--- src/rtl/flcmd_pkg.sv ---
// Shared types and code points for the unlock-sequence command decoder.
// Assumes a byte-wide data bus and at least 11 address bits for the coded words.
package flcmd_pkg;

    typedef enum logic [2:0] {
        INS_NONE   = 3'd0,
        INS_READ   = 3'd1,
        INS_ASEL   = 3'd2,
        INS_PROG   = 3'd3,
        INS_BERASE = 3'd4,
        INS_CERASE = 3'd5,
        INS_SUSP   = 3'd6,
        INS_RESUME = 3'd7
    } ins_e;

    typedef enum logic [1:0] {
        ER_IDLE = 2'd0,
        ER_RUN  = 2'd1,
        ER_HOLD = 2'd2
    } er_e;

    typedef enum logic [2:0] {
        SQ_UNLK_A = 3'd0,
        SQ_UNLK_B = 3'd1,
        SQ_SETUP  = 3'd2,
        SQ_PDATA  = 3'd3,
        SQ_ERS_A  = 3'd4,
        SQ_ERS_B  = 3'd5,
        SQ_CONF   = 3'd6
    } sq_e;

    localparam int          CODE_AW  = 11;
    localparam logic [10:0] W_UNLK_A = 11'h555;
    localparam logic [10:0] W_UNLK_B = 11'h2AA;
    localparam logic [7:0]  B_UNLK_A = 8'hAA;
    localparam logic [7:0]  B_UNLK_B = 8'h55;
    localparam logic [7:0]  B_READ   = 8'hF0;
    localparam logic [7:0]  B_ASEL   = 8'h90;
    localparam logic [7:0]  B_PROG   = 8'hA0;
    localparam logic [7:0]  B_ERASE  = 8'h80;
    localparam logic [7:0]  B_CHIP   = 8'h10;
    localparam logic [7:0]  B_BLOCK  = 8'h30;
    localparam logic [7:0]  B_SUSP   = 8'hB0;
    localparam logic [7:0]  B_RESUME = 8'h30;

endpackage

--- src/rtl/flcmd_bus_capture.sv ---
// Bus write capture: detects a write period (ce_n low, we_n low, oe_n high)
// in the clock domain and latches address at its start, data at its end.
// Assumes the bus pins are already synchronous to clk.
module flcmd_bus_capture #(
    parameter int AW = 19
) (
    input  logic          clk,
    input  logic          rst_n,
    input  logic          ce_n,
    input  logic          we_n,
    input  logic          oe_n,
    input  logic [AW-1:0] addr,
    input  logic [7:0]    dq_in,
    output logic          wr_stb,
    output logic [AW-1:0] wr_addr,
    output logic [7:0]    wr_data
);

    logic act;
    logic act_q;

    // Write condition: both enables low with outputs disabled.
    assign act = !ce_n && !we_n && oe_n;

    // Track write edges, latch address on entry and data on every active cycle.
    always_ff @(posedge clk) begin
        if (!rst_n) begin
            act_q   <= 1'b0;
            wr_stb  <= 1'b0;
            wr_addr <= '0;
            wr_data <= '0;
        end else begin
            act_q  <= act;
            wr_stb <= act_q && !act;
            if (act && !act_q) begin
                wr_addr <= addr;
            end
            if (act) begin
                wr_data <= dq_in;
            end
        end
    end

endmodule

--- src/rtl/flcmd_win_timer.sv ---
// Restartable window timer for additional block-erase confirms.
// After a load the window stays open for WIN_CYC further clock edges.
// Assumes WIN_CYC >= 1.
module flcmd_win_timer #(
    parameter int WIN_CYC = 2500
) (
    input  logic clk,
    input  logic rst_n,
    input  logic clr,
    input  logic load,
    output logic win_open
);

    localparam int TW = $clog2(WIN_CYC + 1);

    logic [TW-1:0] cnt;

    // Load, count down, close on expiry or explicit clear.
    always_ff @(posedge clk) begin
        if (!rst_n || clr) begin
            win_open <= 1'b0;
            cnt      <= '0;
        end else if (load) begin
            win_open <= 1'b1;
            cnt      <= TW'(WIN_CYC - 1);
        end else if (win_open) begin
            if (cnt == '0) begin
                win_open <= 1'b0;
            end else begin
                cnt <= cnt - 1'b1;
            end
        end
    end

endmodule

--- src/rtl/flcmd_erase_track.sv ---
// Erase state tracker: follows issued strobes and the controller's done pulse.
// A new strobe in the same cycle as erase_done takes priority.
module flcmd_erase_track (
    input  logic              clk,
    input  logic              rst_n,
    input  logic              clr,
    input  logic              ins_valid,
    input  flcmd_pkg::ins_e   ins_code,
    input  logic              erase_done,
    output flcmd_pkg::er_e    er_st
);

    import flcmd_pkg::*;

    // Running after an erase or resume, held after suspend, idle when done.
    always_ff @(posedge clk) begin
        if (!rst_n || clr) begin
            er_st <= ER_IDLE;
        end else if (ins_valid && (ins_code == INS_BERASE || ins_code == INS_CERASE
                                   || ins_code == INS_RESUME)) begin
            er_st <= ER_RUN;
        end else if (ins_valid && ins_code == INS_SUSP) begin
            er_st <= ER_HOLD;
        end else if (erase_done) begin
            er_st <= ER_IDLE;
        end
    end

endmodule

--- src/rtl/flcmd_seq.sv ---
// Cycle-sequence tracker: checks each captured write against its expected
// position in the coded handshake and issues one-cycle instruction strobes.
// Assumes AW >= 11; only the low 11 address bits are compared.
module flcmd_seq #(
    parameter int AW = 19
) (
    input  logic              clk,
    input  logic              rst_n,
    input  logic              vlow,
    input  logic              wr_stb,
    input  logic [AW-1:0]     wr_addr,
    input  logic [7:0]        wr_data,
    input  logic              win_open,
    input  flcmd_pkg::er_e    er_st,
    output logic              ins_valid,
    output flcmd_pkg::ins_e   ins_code,
    output logic [AW-1:0]     ins_addr,
    output logic [7:0]        ins_data,
    output logic              win_load,
    output logic              win_clr
);

    import flcmd_pkg::*;

    sq_e                 sq;
    sq_e                 sq_n;
    ins_e                code_n;
    logic                ld_n;
    logic [CODE_AW-1:0]  wa;
    logic                hit_a;
    logic                hit_b;

    assign wa    = wr_addr[CODE_AW-1:0];
    assign hit_a = (wa == W_UNLK_A) && (wr_data == B_UNLK_A);
    assign hit_b = (wa == W_UNLK_B) && (wr_data == B_UNLK_B);

    // Next position and strobe decision for the current write.
    always_comb begin
        sq_n   = sq;
        code_n = INS_NONE;
        ld_n   = 1'b0;
        if (wr_stb) begin
            case (sq)
                SQ_UNLK_A: begin
                    if (win_open && wr_data == B_BLOCK) begin
                        code_n = INS_BERASE;
                        ld_n   = 1'b1;
                    end else if (hit_a) begin
                        sq_n = SQ_UNLK_B;
                    end else if (wr_data == B_SUSP && er_st == ER_RUN) begin
                        code_n = INS_SUSP;
                    end else if (wr_data == B_RESUME && er_st == ER_HOLD) begin
                        code_n = INS_RESUME;
                    end else begin
                        code_n = INS_READ;
                    end
                end
                SQ_UNLK_B: begin
                    if (hit_b) begin
                        sq_n = SQ_SETUP;
                    end else begin
                        sq_n   = SQ_UNLK_A;
                        code_n = INS_READ;
                    end
                end
                SQ_SETUP: begin
                    sq_n   = SQ_UNLK_A;
                    code_n = INS_READ;
                    if (wa == W_UNLK_A) begin
                        case (wr_data)
                            B_ASEL:  code_n = INS_ASEL;
                            B_PROG:  begin sq_n = SQ_PDATA; code_n = INS_NONE; end
                            B_ERASE: begin sq_n = SQ_ERS_A; code_n = INS_NONE; end
                            default: code_n = INS_READ;
                        endcase
                    end
                end
                SQ_PDATA: begin
                    sq_n   = SQ_UNLK_A;
                    code_n = INS_PROG;
                end
                SQ_ERS_A: begin
                    if (hit_a) begin
                        sq_n = SQ_ERS_B;
                    end else begin
                        sq_n   = SQ_UNLK_A;
                        code_n = INS_READ;
                    end
                end
                SQ_ERS_B: begin
                    if (hit_b) begin
                        sq_n = SQ_CONF;
                    end else begin
                        sq_n   = SQ_UNLK_A;
                        code_n = INS_READ;
                    end
                end
                SQ_CONF: begin
                    sq_n = SQ_UNLK_A;
                    if (wr_data == B_BLOCK) begin
                        code_n = INS_BERASE;
                        ld_n   = 1'b1;
                    end else if (wr_data == B_CHIP && wa == W_UNLK_A) begin
                        code_n = INS_CERASE;
                    end else begin
                        code_n = INS_READ;
                    end
                end
                default: begin
                    sq_n   = SQ_UNLK_A;
                    code_n = INS_READ;
                end
            endcase
        end
    end

    // Window control: open on a block confirm, close on any other write or low supply.
    assign win_load = ld_n;
    assign win_clr  = vlow || (wr_stb && !ld_n);

    // Register position and strobe outputs.
    always_ff @(posedge clk) begin
        if (!rst_n || vlow) begin
            sq        <= SQ_UNLK_A;
            ins_valid <= 1'b0;
            ins_code  <= INS_NONE;
            ins_addr  <= '0;
            ins_data  <= '0;
        end else begin
            sq        <= sq_n;
            ins_valid <= (code_n != INS_NONE);
            ins_code  <= code_n;
            if (code_n != INS_NONE) begin
                ins_addr <= wr_addr;
                ins_data <= wr_data;
            end
        end
    end

endmodule

--- src/rtl/flcmd_decoder.sv ---
// Top of the unlock-sequence command decoder. Joins the bus capture, the
// sequence tracker, the erase state tracker and the confirm window timer.
// Assumes bus pins synchronous to clk and AW >= 11.
module flcmd_decoder #(
    parameter int AW      = 19,
    parameter int WIN_CYC = 2500
) (
    input  logic          clk,
    input  logic          rst_n,
    input  logic          supply_low,
    input  logic          erase_done,
    input  logic          ce_n,
    input  logic          we_n,
    input  logic          oe_n,
    input  logic [AW-1:0] addr,
    input  logic [7:0]    dq_in,
    output logic          ins_valid,
    output logic [2:0]    ins_code,
    output logic [AW-1:0] ins_addr,
    output logic [7:0]    ins_data
);

    import flcmd_pkg::*;

    logic          wr_stb;
    logic [AW-1:0] wr_addr;
    logic [7:0]    wr_data;
    logic          win_open;
    logic          win_load;
    logic          win_clr;
    er_e           er_st;
    ins_e          ins_q;

    flcmd_bus_capture #(.AW(AW)) cap_i (
        .clk     (clk),
        .rst_n   (rst_n),
        .ce_n    (ce_n),
        .we_n    (we_n),
        .oe_n    (oe_n),
        .addr    (addr),
        .dq_in   (dq_in),
        .wr_stb  (wr_stb),
        .wr_addr (wr_addr),
        .wr_data (wr_data)
    );

    flcmd_seq #(.AW(AW)) seq_i (
        .clk       (clk),
        .rst_n     (rst_n),
        .vlow      (supply_low),
        .wr_stb    (wr_stb),
        .wr_addr   (wr_addr),
        .wr_data   (wr_data),
        .win_open  (win_open),
        .er_st     (er_st),
        .ins_valid (ins_valid),
        .ins_code  (ins_q),
        .ins_addr  (ins_addr),
        .ins_data  (ins_data),
        .win_load  (win_load),
        .win_clr   (win_clr)
    );

    flcmd_erase_track ers_i (
        .clk        (clk),
        .rst_n      (rst_n),
        .clr        (supply_low),
        .ins_valid  (ins_valid),
        .ins_code   (ins_q),
        .erase_done (erase_done),
        .er_st      (er_st)
    );

    flcmd_win_timer #(.WIN_CYC(WIN_CYC)) win_i (
        .clk      (clk),
        .rst_n    (rst_n),
        .clr      (win_clr),
        .load     (win_load),
        .win_open (win_open)
    );

    assign ins_code = ins_q;

endmodule

--- config.mk ---
export PLATFORM = sky130hd
export DESIGN_NAME = flcmd_decoder
export DESIGN_NICKNAME = d
export VERILOG_FILES = /design/src/rtl/flcmd_pkg.sv /design/src/rtl/flcmd_bus_capture.sv /design/src/rtl/flcmd_win_timer.sv /design/src/rtl/flcmd_erase_track.sv /design/src/rtl/flcmd_seq.sv /design/src/rtl/flcmd_decoder.sv
export SDC_FILE = /design/constraint.sdc
export NUM_CORES = 1
export LEC_CHECK = 0
export BUFFER_PORTS_ARGS = -buffer_cell sky130_fd_sc_hd__buf_2
export CORE_ASPECT_RATIO = 2
export CORE_MARGIN = 1
export CORE_UTILIZATION = 30
export CTS_CLUSTER_DIAMETER = 80
export CTS_CLUSTER_SIZE = 30
export DETAILED_ROUTE_END_ITERATION = 10
export PLACE_DENSITY = 0.59
export SYNTH_ARGS = -nofsm -noshare
export SYNTH_HDL_FRONTEND = slang
export SYNTH_SLANG_ARGS = --single-unit
export TNS_END_PERCENT = 5
--- constraint.sdc ---
create_clock -name clk -period 2.7 [get_ports clk]
set_input_delay 0.27 -clock clk [delete_from_list [all_inputs] [get_ports clk]]
set_output_delay 0.27 -clock clk [all_outputs]
set_load 0.05 [all_outputs]
; ---- Word-level counts from Yosys, hierarchy flattened
; Index checks and enable logic that the tools add are counted.
[op_classes]
n_addsub = 1
n_eq_ne = 25
mux = 33
n_bitwise = 1
n_reduce_logical = 37
[op_table]
columns = operator, n
row1 = == test 8 bit (second input constant), 5
row2 = two-way mux 3 bit, 13
row3 = two-way mux 12 bit, 3
row4 = == test 3 bit (second input constant), 7
row5 = case mux 3 bit (6 select lines), 1
row6 = case mux 3 bit (5 select lines), 1
row7 = logical AND 1 bit, 13
row8 = zero test 12 bit, 1
row9 = subtractor 12 x 1 -> 12 bit (second input constant), 1
row10 = == test 11 x 10 -> 1 bit (second input constant), 1
row11 = == test 11 bit (second input constant), 1
row12 = two-way mux 1 bit, 9
row13 = == test 8 x 5 -> 1 bit (second input constant), 1
row14 = == test 8 x 6 -> 1 bit (second input constant), 1
row15 = == test 8 x 7 -> 1 bit (second input constant), 1
row16 = OR reduction 2 bit, 4
row17 = == test 3 x 2 -> 1 bit (second input constant), 2
row18 = zero test 1 bit, 6
row19 = two-way mux 2 bit, 3
row20 = case mux 3 bit (2 select lines), 1
row21 = nonzero test 3 bit, 2
row22 = logical OR 1 bit, 5
row23 = inequality test 2 bit (second input constant), 2
row24 = case mux 2 bit (2 select lines), 1
row25 = 10 further kinds, 12
[totals]
ff_bits = 78
in_bits = 34
out_inout_bits = 31
elab_cells = 111

; ---- Logic depth before layout (Yosys ltp)
; Gate-level depths: netlist (run 1).
[logic_depth]
depth_word = 10
mapped_depth = 9
depth_no_buf = 8

; ---- Modules after synthesis
; A second synthesis (run 1) with hierarchy kept.
[hier_totals]
hier_cells = 420
hier_area_um2 = 3707.3
[modules_own_cells]
columns = mod, n_inst, cells_each, area_per_inst_um2, seq_area_each_um2
row1 = flcmd_seq, 1, 214, 1776.7, 680.7
row2 = flcmd_bus_capture, 1, 124, 1162.4, 580.6
row3 = flcmd_win_timer, 1, 71, 664.4, 260.2
row4 = flcmd_erase_track, 1, 11, 103.8, 40.0

; ---- Least setup slack after synthesis (run 1)
; Ideal clock, no wire load.
[synth_path]
kind = reg2reg
from = reg cap_i.wr_data[7]
to = reg seq_i.ins_addr[10]
setup_ns = 0.072
t_arrival_ns = 1.990
t_required_ns = 2.628
path_slack_ns = 0.639
stages_incl_launch_ff = 9
path_buffers = 2
synth_period_minus_slack_ns = 2.061
path_cell_list = dfxtp_1 > nor4b_4 > nand2b_2 > nor4_4 > o22ai_2 > nor4b_2 > buf_6 > buf_12 > mux2i_1
[synth_between]
elab_chain_len = 9
word_cells_on_any_way = 28
cone_classes = eq/ne: 8 / mux: 12 / reduce/logical: 8
[synth_lines]
columns = element, line
row1 = from (decl), flcmd_bus_capture.sv:16  ; output logic [7:0] wr_data
row2 = from (signal assigned), flcmd_bus_capture.sv:39  ; wr_data <= dq_in;
row3 = == test 8 x 6 -> 1 bit, "flcmd_seq.sv:45, flcmd_seq.sv:52, flcmd_seq.sv:100"
row4 = logical AND 1 bit, flcmd_seq.sv:52  ; end else if (wr_data == B_RESUME && er_st == ER_HOLD) begin
row5 = two-way mux 3 bit, flcmd_seq.sv:52
row6 = two-way mux 3 bit, flcmd_seq.sv:50  ; end else if (wr_data == B_SUSP && er_st == ER_RUN) begin
row7 = two-way mux 3 bit, flcmd_seq.sv:48  ; end else if (hit_a) begin
row8 = two-way mux 3 bit, flcmd_seq.sv:45  ; if (win_open && wr_data == B_BLOCK) begin
row9 = case mux 3 bit (6 select lines) *, flcmd_seq.sv:43  ; case (sq)
row10 = two-way mux 3 bit *, flcmd_seq.sv:42  ; if (wr_stb) begin
row11 = nonzero test 3 bit *, flcmd_seq.sv:133  ; if (code_n != INS_NONE) begin
row12 = to (signal assigned), flcmd_seq.sv:134  ; ins_addr <= wr_addr;
row13 = to (decl), flcmd_seq.sv:17  ; output logic [AW-1:0] ins_addr,
; Mark *: on every way between the ends. The rest lies on a longest branch, timed or not.
; A chain may end at the register's enable or synchronous reset.

; ---- Worst setup path after layout (run 1)
[layout_path]
from = reg cap_i.wr_data[7]
to = reg seq_i.ins_data[0]
[layout_between]
elab_chain_len = 9
word_cells_on_any_way = 28
cone_classes = eq/ne: 8 / mux: 12 / reduce/logical: 8
[layout_lines]
columns = element, line
row1 = == test 8 x 6 -> 1 bit, "flcmd_seq.sv:45, flcmd_seq.sv:52, flcmd_seq.sv:100"
row2 = logical AND 1 bit, flcmd_seq.sv:52
row3 = two-way mux 3 bit, flcmd_seq.sv:52
row4 = two-way mux 3 bit, flcmd_seq.sv:50
row5 = two-way mux 3 bit, flcmd_seq.sv:48
row6 = two-way mux 3 bit, flcmd_seq.sv:45
row7 = case mux 3 bit (6 select lines) *, flcmd_seq.sv:43
row8 = two-way mux 3 bit *, flcmd_seq.sv:42
row9 = nonzero test 3 bit *, flcmd_seq.sv:133
row10 = to (signal assigned), flcmd_seq.sv:135  ; ins_data <= wr_data;
row11 = to (decl), flcmd_seq.sv:18  ; output logic [7:0] ins_data,
; Marks and branches as above.

==> flow_metrics.tcl, run 1 <==
set metrics [dict create \
    die-height_um 156 \
    finalSetupViolations 0 \
    post-route-period-util_pct 82.4 \
    antennaDiodeCount 0 \
    routed_wl_um 8810 \
    synth.most_common_cell "nand2_1" \
    dp.cells 607 \
    yosysSeqAreaShare_pct 44.0 \
    num_io_pins 65 \
    htreeDepth 3 \
    synth_area_leaders "dfxtp_1 44%, nand2_1 13%, mux2i_1 7.9%" \
    leakage_nw 1.81 \
    synth_top_cell_by_area "dfxtp_1" \
    initial_core_util_pct 31.1 \
    arrival_ns 2.48 \
    grt_overflow 0 \
    dieWidth_um 78.9 \
    synth_top_flop_cell "dfxtp_1" \
    rows 55 \
    cp-end-kind "flip-flop" \
    dp_hpwl_um 6730 \
    cts_buffer_depth 2 \
    fin_cells 624 \
    fmax_ghz 0.449 \
    grt_pass1_vias 3077 \
    tightest_slew_ns 0.732 \
    crit_fanout 9 \
    gp_congestion 0.934 \
    critPathLaunchType "flip-flop" \
    slew_violations 0 \
    portBuffers 64 \
    rsz0062_at_grt "no" \
    grtUsageTotal_pct 15.6 \
    synth-edff-count 0 \
    worstPathRequired_ns 2.95 \
    cap_violations 0 \
    worst-setup-path-type "flip-flop to flip-flop" \
    relSlewSlack_pct 51.2 \
    setup_tns_ns 0 \
    root_buffer "clkbuf_16" \
    fin_crit_ns 2.23 \
    route.detailed.drc 0 \
    finClkSkew_ns 0.00835 \
    avgSynthCellArea_um2 8.70 \
    reg2reg_slack_ns 0.47 \
    dieArea_mm2 0.0123 \
    cts_repair_resize_count 0 \
    drt-wirelength-per-cell_um 14.1 \
    synth_cells 408 \
    peakVddDrop_mv 0.448 \
    synth.distinct_cells 57 \
    hold_viol_final 0 \
    syn_nets 444 \
    grt_max_degree 32 \
    synth-async-reset-ratio_pct 0 \
    grt_pass1_wl_um 14800 \
    cts_tree "done" \
    ant_nets 0 \
    yosys.area.top_type_share_pct 44.0 \
    syn-cell-area_mm2 0.00355 \
    antenna_found_initial 0 \
    hold_buffers 0 \
    synth_common_cells "120 x nand2_1, 78 x dfxtp_1, 28 x mux2i_1" \
    drt-initial-drc-count 99 \
    cts_buffers 9 \
    vias 3026 \
    p_per_area_mw_per_mm2 573 \
    core-area_mm2 0.0114 \
    cts_setup_buffers 0 \
    yosysWarnings 0 \
    clkSlewWorstSetupHoldPaths_ns 0.06 \
    ys_ff_latch 78 \
    hold_path.class "input port to flip-flop" \
    final_nets 513 \
    drive_above_1_share_pct 23.0 \
    area_growth_syn_to_layout_pct 21.9 \
    drtPass1Iterations 4 \
    outcome "complete, no violations" \
    routed_via_density 4.85 \
    clock_latency_ns 0.33 \
    clkSinkCount 78 \
]
==> per-stage QoR <==
step                      power, W  hold WS (ns)  instance area [um2]  worst slack (ns)  utilization, %
after global placement     0.00133         0.444                 4020             0.133            35.2
after CTS                  0.00250         0.173                 4320           0.00763            37.8
after floorplan            0.00128         0.415                 3550             0.639               -
final                      0.00248         0.178                 4320             0.475            37.9
after detailed placement   0.00133         0.449                 4020            0.0319            35.2
after global routing       0.00258         0.191                 4320             0.283            37.9
==> routing by layer <==
layer  part of all wire [%]  vias to the layer above  GRT usage [%]
met5                      0                        -              0
met4                    2.4                        0           7.71
met3                    2.9                       13           2.87
met2                     56                       69           29.6
met1                     38                     1429           15.9
li1                       -                     1515              -
==> cell type report <==
cell class	instances	area, um2
fillers	1200	7100
well taps	142	178
inverters	8	30.0
flip-flops and latches	78	1560
clock buffers	11	233
clock inverters	5	60.1
repair buffers	81	460
multi-input cells	299	1800
==> worst paths after layout <==
check | start | end | cells past startpoint
worst max-delay path | cap_i.wr_data[7] | seq_i.ins_data[0] | 7
worst min-delay path | addr[18] | cap_i.wr_addr[18] | 3
worst max register to register | cap_i.wr_data[7] | seq_i.ins_data[0] | 7
worst min register to register | seq_i.ins_addr[3] | seq_i.ins_addr[3] | 2
==> critical path: stages (launching register included) <==
cell      delay (ns)
dfxtp_1         0.33
nor4b_4         0.40
nand3_1         0.17
o311ai_1        0.27
a22oi_1         0.19
nor4b_4         0.33
buf_4           0.25
mux2i_1         0.21
==> sequential cells by signal (all words and copies together) (netlist names) <==
name	cells
seq_i.ins_data	8
seq_i.sq	3
win_i.win_open	1
cap_i.act_q	1
cap_i.wr_stb	1
ers_i.er_st	2
seq_i.ins_code	3
seq_i.ins_valid	1
cap_i.wr_addr	19
seq_i.ins_addr	19
cap_i.wr_data	8
win_i.cnt	12
==> cells by family after synthesis <==
logic type / share of synthesized area (%)
mux: 7.90
simple gates: 27.9
xor+xnor: 2.22
compound gates: 11.6
flops: 44.0
fa+ha+maj: 0.705
buf+inv: 5.68
==> cells in the final DEF, fill, tap and decap left out, drive strengths merged, types with 5 or more instances in the layout <==
cell,netlist,final
mux2i,28,28
nor2,20,20
nand3,9,9
a21boi,27,27
dfxtp,78,78
nor3,11,11
o21ai,5,5
buf,7,81
clkbuf,12,11
a21oi,10,10
xnor2,6,6
nand2b,5,5
nand2,120,120
nor4,5,5
inv,7,7
==> report_power, final <==
part	switching, W	internal, W
logic	0.0000702	0.0000519
registers	0.0000150	0.00117
clock network	0.000459	0.000716
total	0.000544	0.00193
Note: power is estimated with default switching activity, not from simulation.
==> inputs of run 2 (changes only) <==
clock period = 2.17 ns   (was 2.7 ns; I/O delays follow)
==> run 2 against run 1 <==
  * Combinational power grew 43%
  * Cell count grew 3.8%
  * Register-to-register slack lost 0.47 ns
  * Die area is the same
  * Worst hold slack lost 0.055 ns
  * Worst setup slack lost 0.47 ns
  * Largest power group is now the clock network
  * Count of clock-buffer cells in the layout shrank 2
  * Critical path type unchanged
  * Maximum frequency grew 2.7%
  * First-iteration DRC count grew 5.1%
  * Total power grew 41%
  * Sequential share of layout area shrank 2.8 points
  * Largest cell class unchanged
  * Core utilization grew 3.3 points
==> flow_metrics.tcl, run 2 (synthesis results as in run 1) <==
set metrics [dict create \
    outcome "complete, no violations" \
    clock_latency_ns 0.34 \
    regArea_mm2 0.00157 \
    drt-initial-drc-count 104 \
    htreeDepth 3 \
    cts_buffers 9 \
    fin_crit_ns 2.17 \
    cap_violations 0 \
    wl_met1_um 3550 \
    routed_via_density 4.84 \
    leakage_nw 2.01 \
    cp-end-kind "flip-flop" \
    r2r_cells 9 \
    rsz0062_at_grt "yes" \
    p_clk_share_pct 53.0 \
    grt_pass1_vias 3189 \
    hold_buffers 0 \
    grtUsageTotal_pct 16.5 \
    portBuffers 64 \
    crit_fanout 7 \
    final_cell_mix "120 x nand2_1, 75 x dfxtp_1, 64 x buf_2" \
    swShare_pct 20.6 \
    clkSinkCount 78 \
    relSlewSlack_pct 50.2 \
    die-height_um 156 \
    multi_input_comb_area_mm2 0.00187 \
    arrival_ns 2.43 \
    area_growth_syn_to_layout_pct 32.4 \
    hold_path.class "input port to flip-flop" \
    dieWidth_um 78.9 \
    clkSlewWorstSetupHoldPaths_ns 0.06 \
    gp_congestion 0.871 \
    final_util_pct 41.1 \
    routed_wl_um 9810 \
    antenna_found_initial 0 \
    finalSetupViolations 0 \
    slew_violations 0 \
    route.detailed.drc 0 \
    p_per_area_mw_per_mm2 744 \
    antennaDiodeCount 0 \
    initial_core_util_pct 31.1 \
    grt_pass1_wl_um 15300 \
    routed-wl-met3_um 245 \
    power.internal_w 0.00277 \
    fillCellCount 1202 \
    ant_nets 0 \
    whs_path_depth 3 \
    cts_buffer_depth 2 \
    seqPwrFrac_pct 42.0 \
    top_regs "cap_i.wr_addr x19, seq_i.ins_addr x19, win_i.cnt x12" \
    fmax_ghz 0.461 \
    worstPathRequired_ns 2.43 \
    root_buffer "clkbuf_16" \
    setup_tns_ns 0 \
    finClkSkew_ns 0.00679 \
    drive_above_1_share_pct 29.8 \
    grt_max_degree 32 \
    vias 3136 \
    dr_wl_met2_um 5600 \
    rows 55 \
    hold_viol_final 0 \
    tightest_slew_ns 0.747 \
    post-route-period-util_pct 99.9 \
    num_io_pins 65 \
    final_nets 537 \
    combPwrFrac_pct 5.0 \
    power_switching_w 0.000718 \
    top_layer_used "met4" \
    worst-setup-path-type "flip-flop to flip-flop" \
    peakVddDrop_mv 0.511 \
    core-area_mm2 0.0114 \
    dieArea_mm2 0.0123 \
    grt_overflow 0 \
    critPathLaunchType "flip-flop" \
    cts_tree "done" \
    layout_commonest_cell "nand2_1" \
    dp_hpwl_um 7020 \
    drtPass1Iterations 4 \
    drt-wirelength-per-cell_um 15.1 \
]
run 2: metrics by stage:
stage	area, um2	hold WS [ns]	instances	total power (W)	worst slack [ns]
floorplan	3550	0.362	408	0.00159	0.109
global placement	4140	0.444	623	0.00166	-0.129
detailed placement	4140	0.449	623	0.00167	-0.147
CTS	4580	0.114	642	0.00353	-0.0117
global route	4700	0.132	648	0.00362	-0.160
finish	4700	0.124	648	0.00349	0.00259
run 2: per-layer routing:
metal  vias up  track usage, %
met4         0            9.00
met2        68            31.8
met3        27            2.92
met5         -               0
met1      1471            16.2
li1       1570               -
run 2: layout make-up:
class                           instances  area share, %
Inverter                                8          0.639
Tap cell                              142           3.78
Clock inverter                          7           3.09
Clock buffer                            9           4.79
Timing Repair Buffer                  105           14.5
Sequential cell                        78           33.3
Multi-Input combinational cell        299           39.8
run 2: worst paths after layout:
kind / from / endpoint / slack, ns
max: cap_i.wr_data[3] / seq_i.ins_data[3] / 0.003
max reg2reg: cap_i.wr_data[3] / seq_i.ins_data[3] / 0.003
min: addr[8] / cap_i.wr_addr[8] / 0.12
min reg2reg: cap_i.wr_addr[16] / seq_i.ins_addr[16] / 0.46
run 2: what timing repair did:
item	CTS	global route
gates cloned	1	2
gates resized for setup	5	13
pin swaps	3	10
setup endpoints to repair	28	28
buffers inserted	2	4
run 2: power by group through the flow:
stage	clock network [W]	logic (W)	registers, W
6_report	0.00185	0.000175	0.00147
3_3_place_gp	0	0.000167	0.00150
5_1_grt	0.00195	0.000195	0.00147
4_1_cts	0.00189	0.000172	0.00147
2_1_floorplan	0	0.0000936	0.00150
3_5_place_dp	0	0.000167	0.00150
run 2: worst max-delay path: stages (launching register included):
cell      delay [ns]
dfxtp_2         0.33
nor4b_4         0.35
buf_4           0.18
a31oi_1         0.08
o21bai_1        0.19
a22oi_2         0.14
nor4b_4         0.26
buf_4           0.20
buf_12          0.15
mux2i_2         0.20
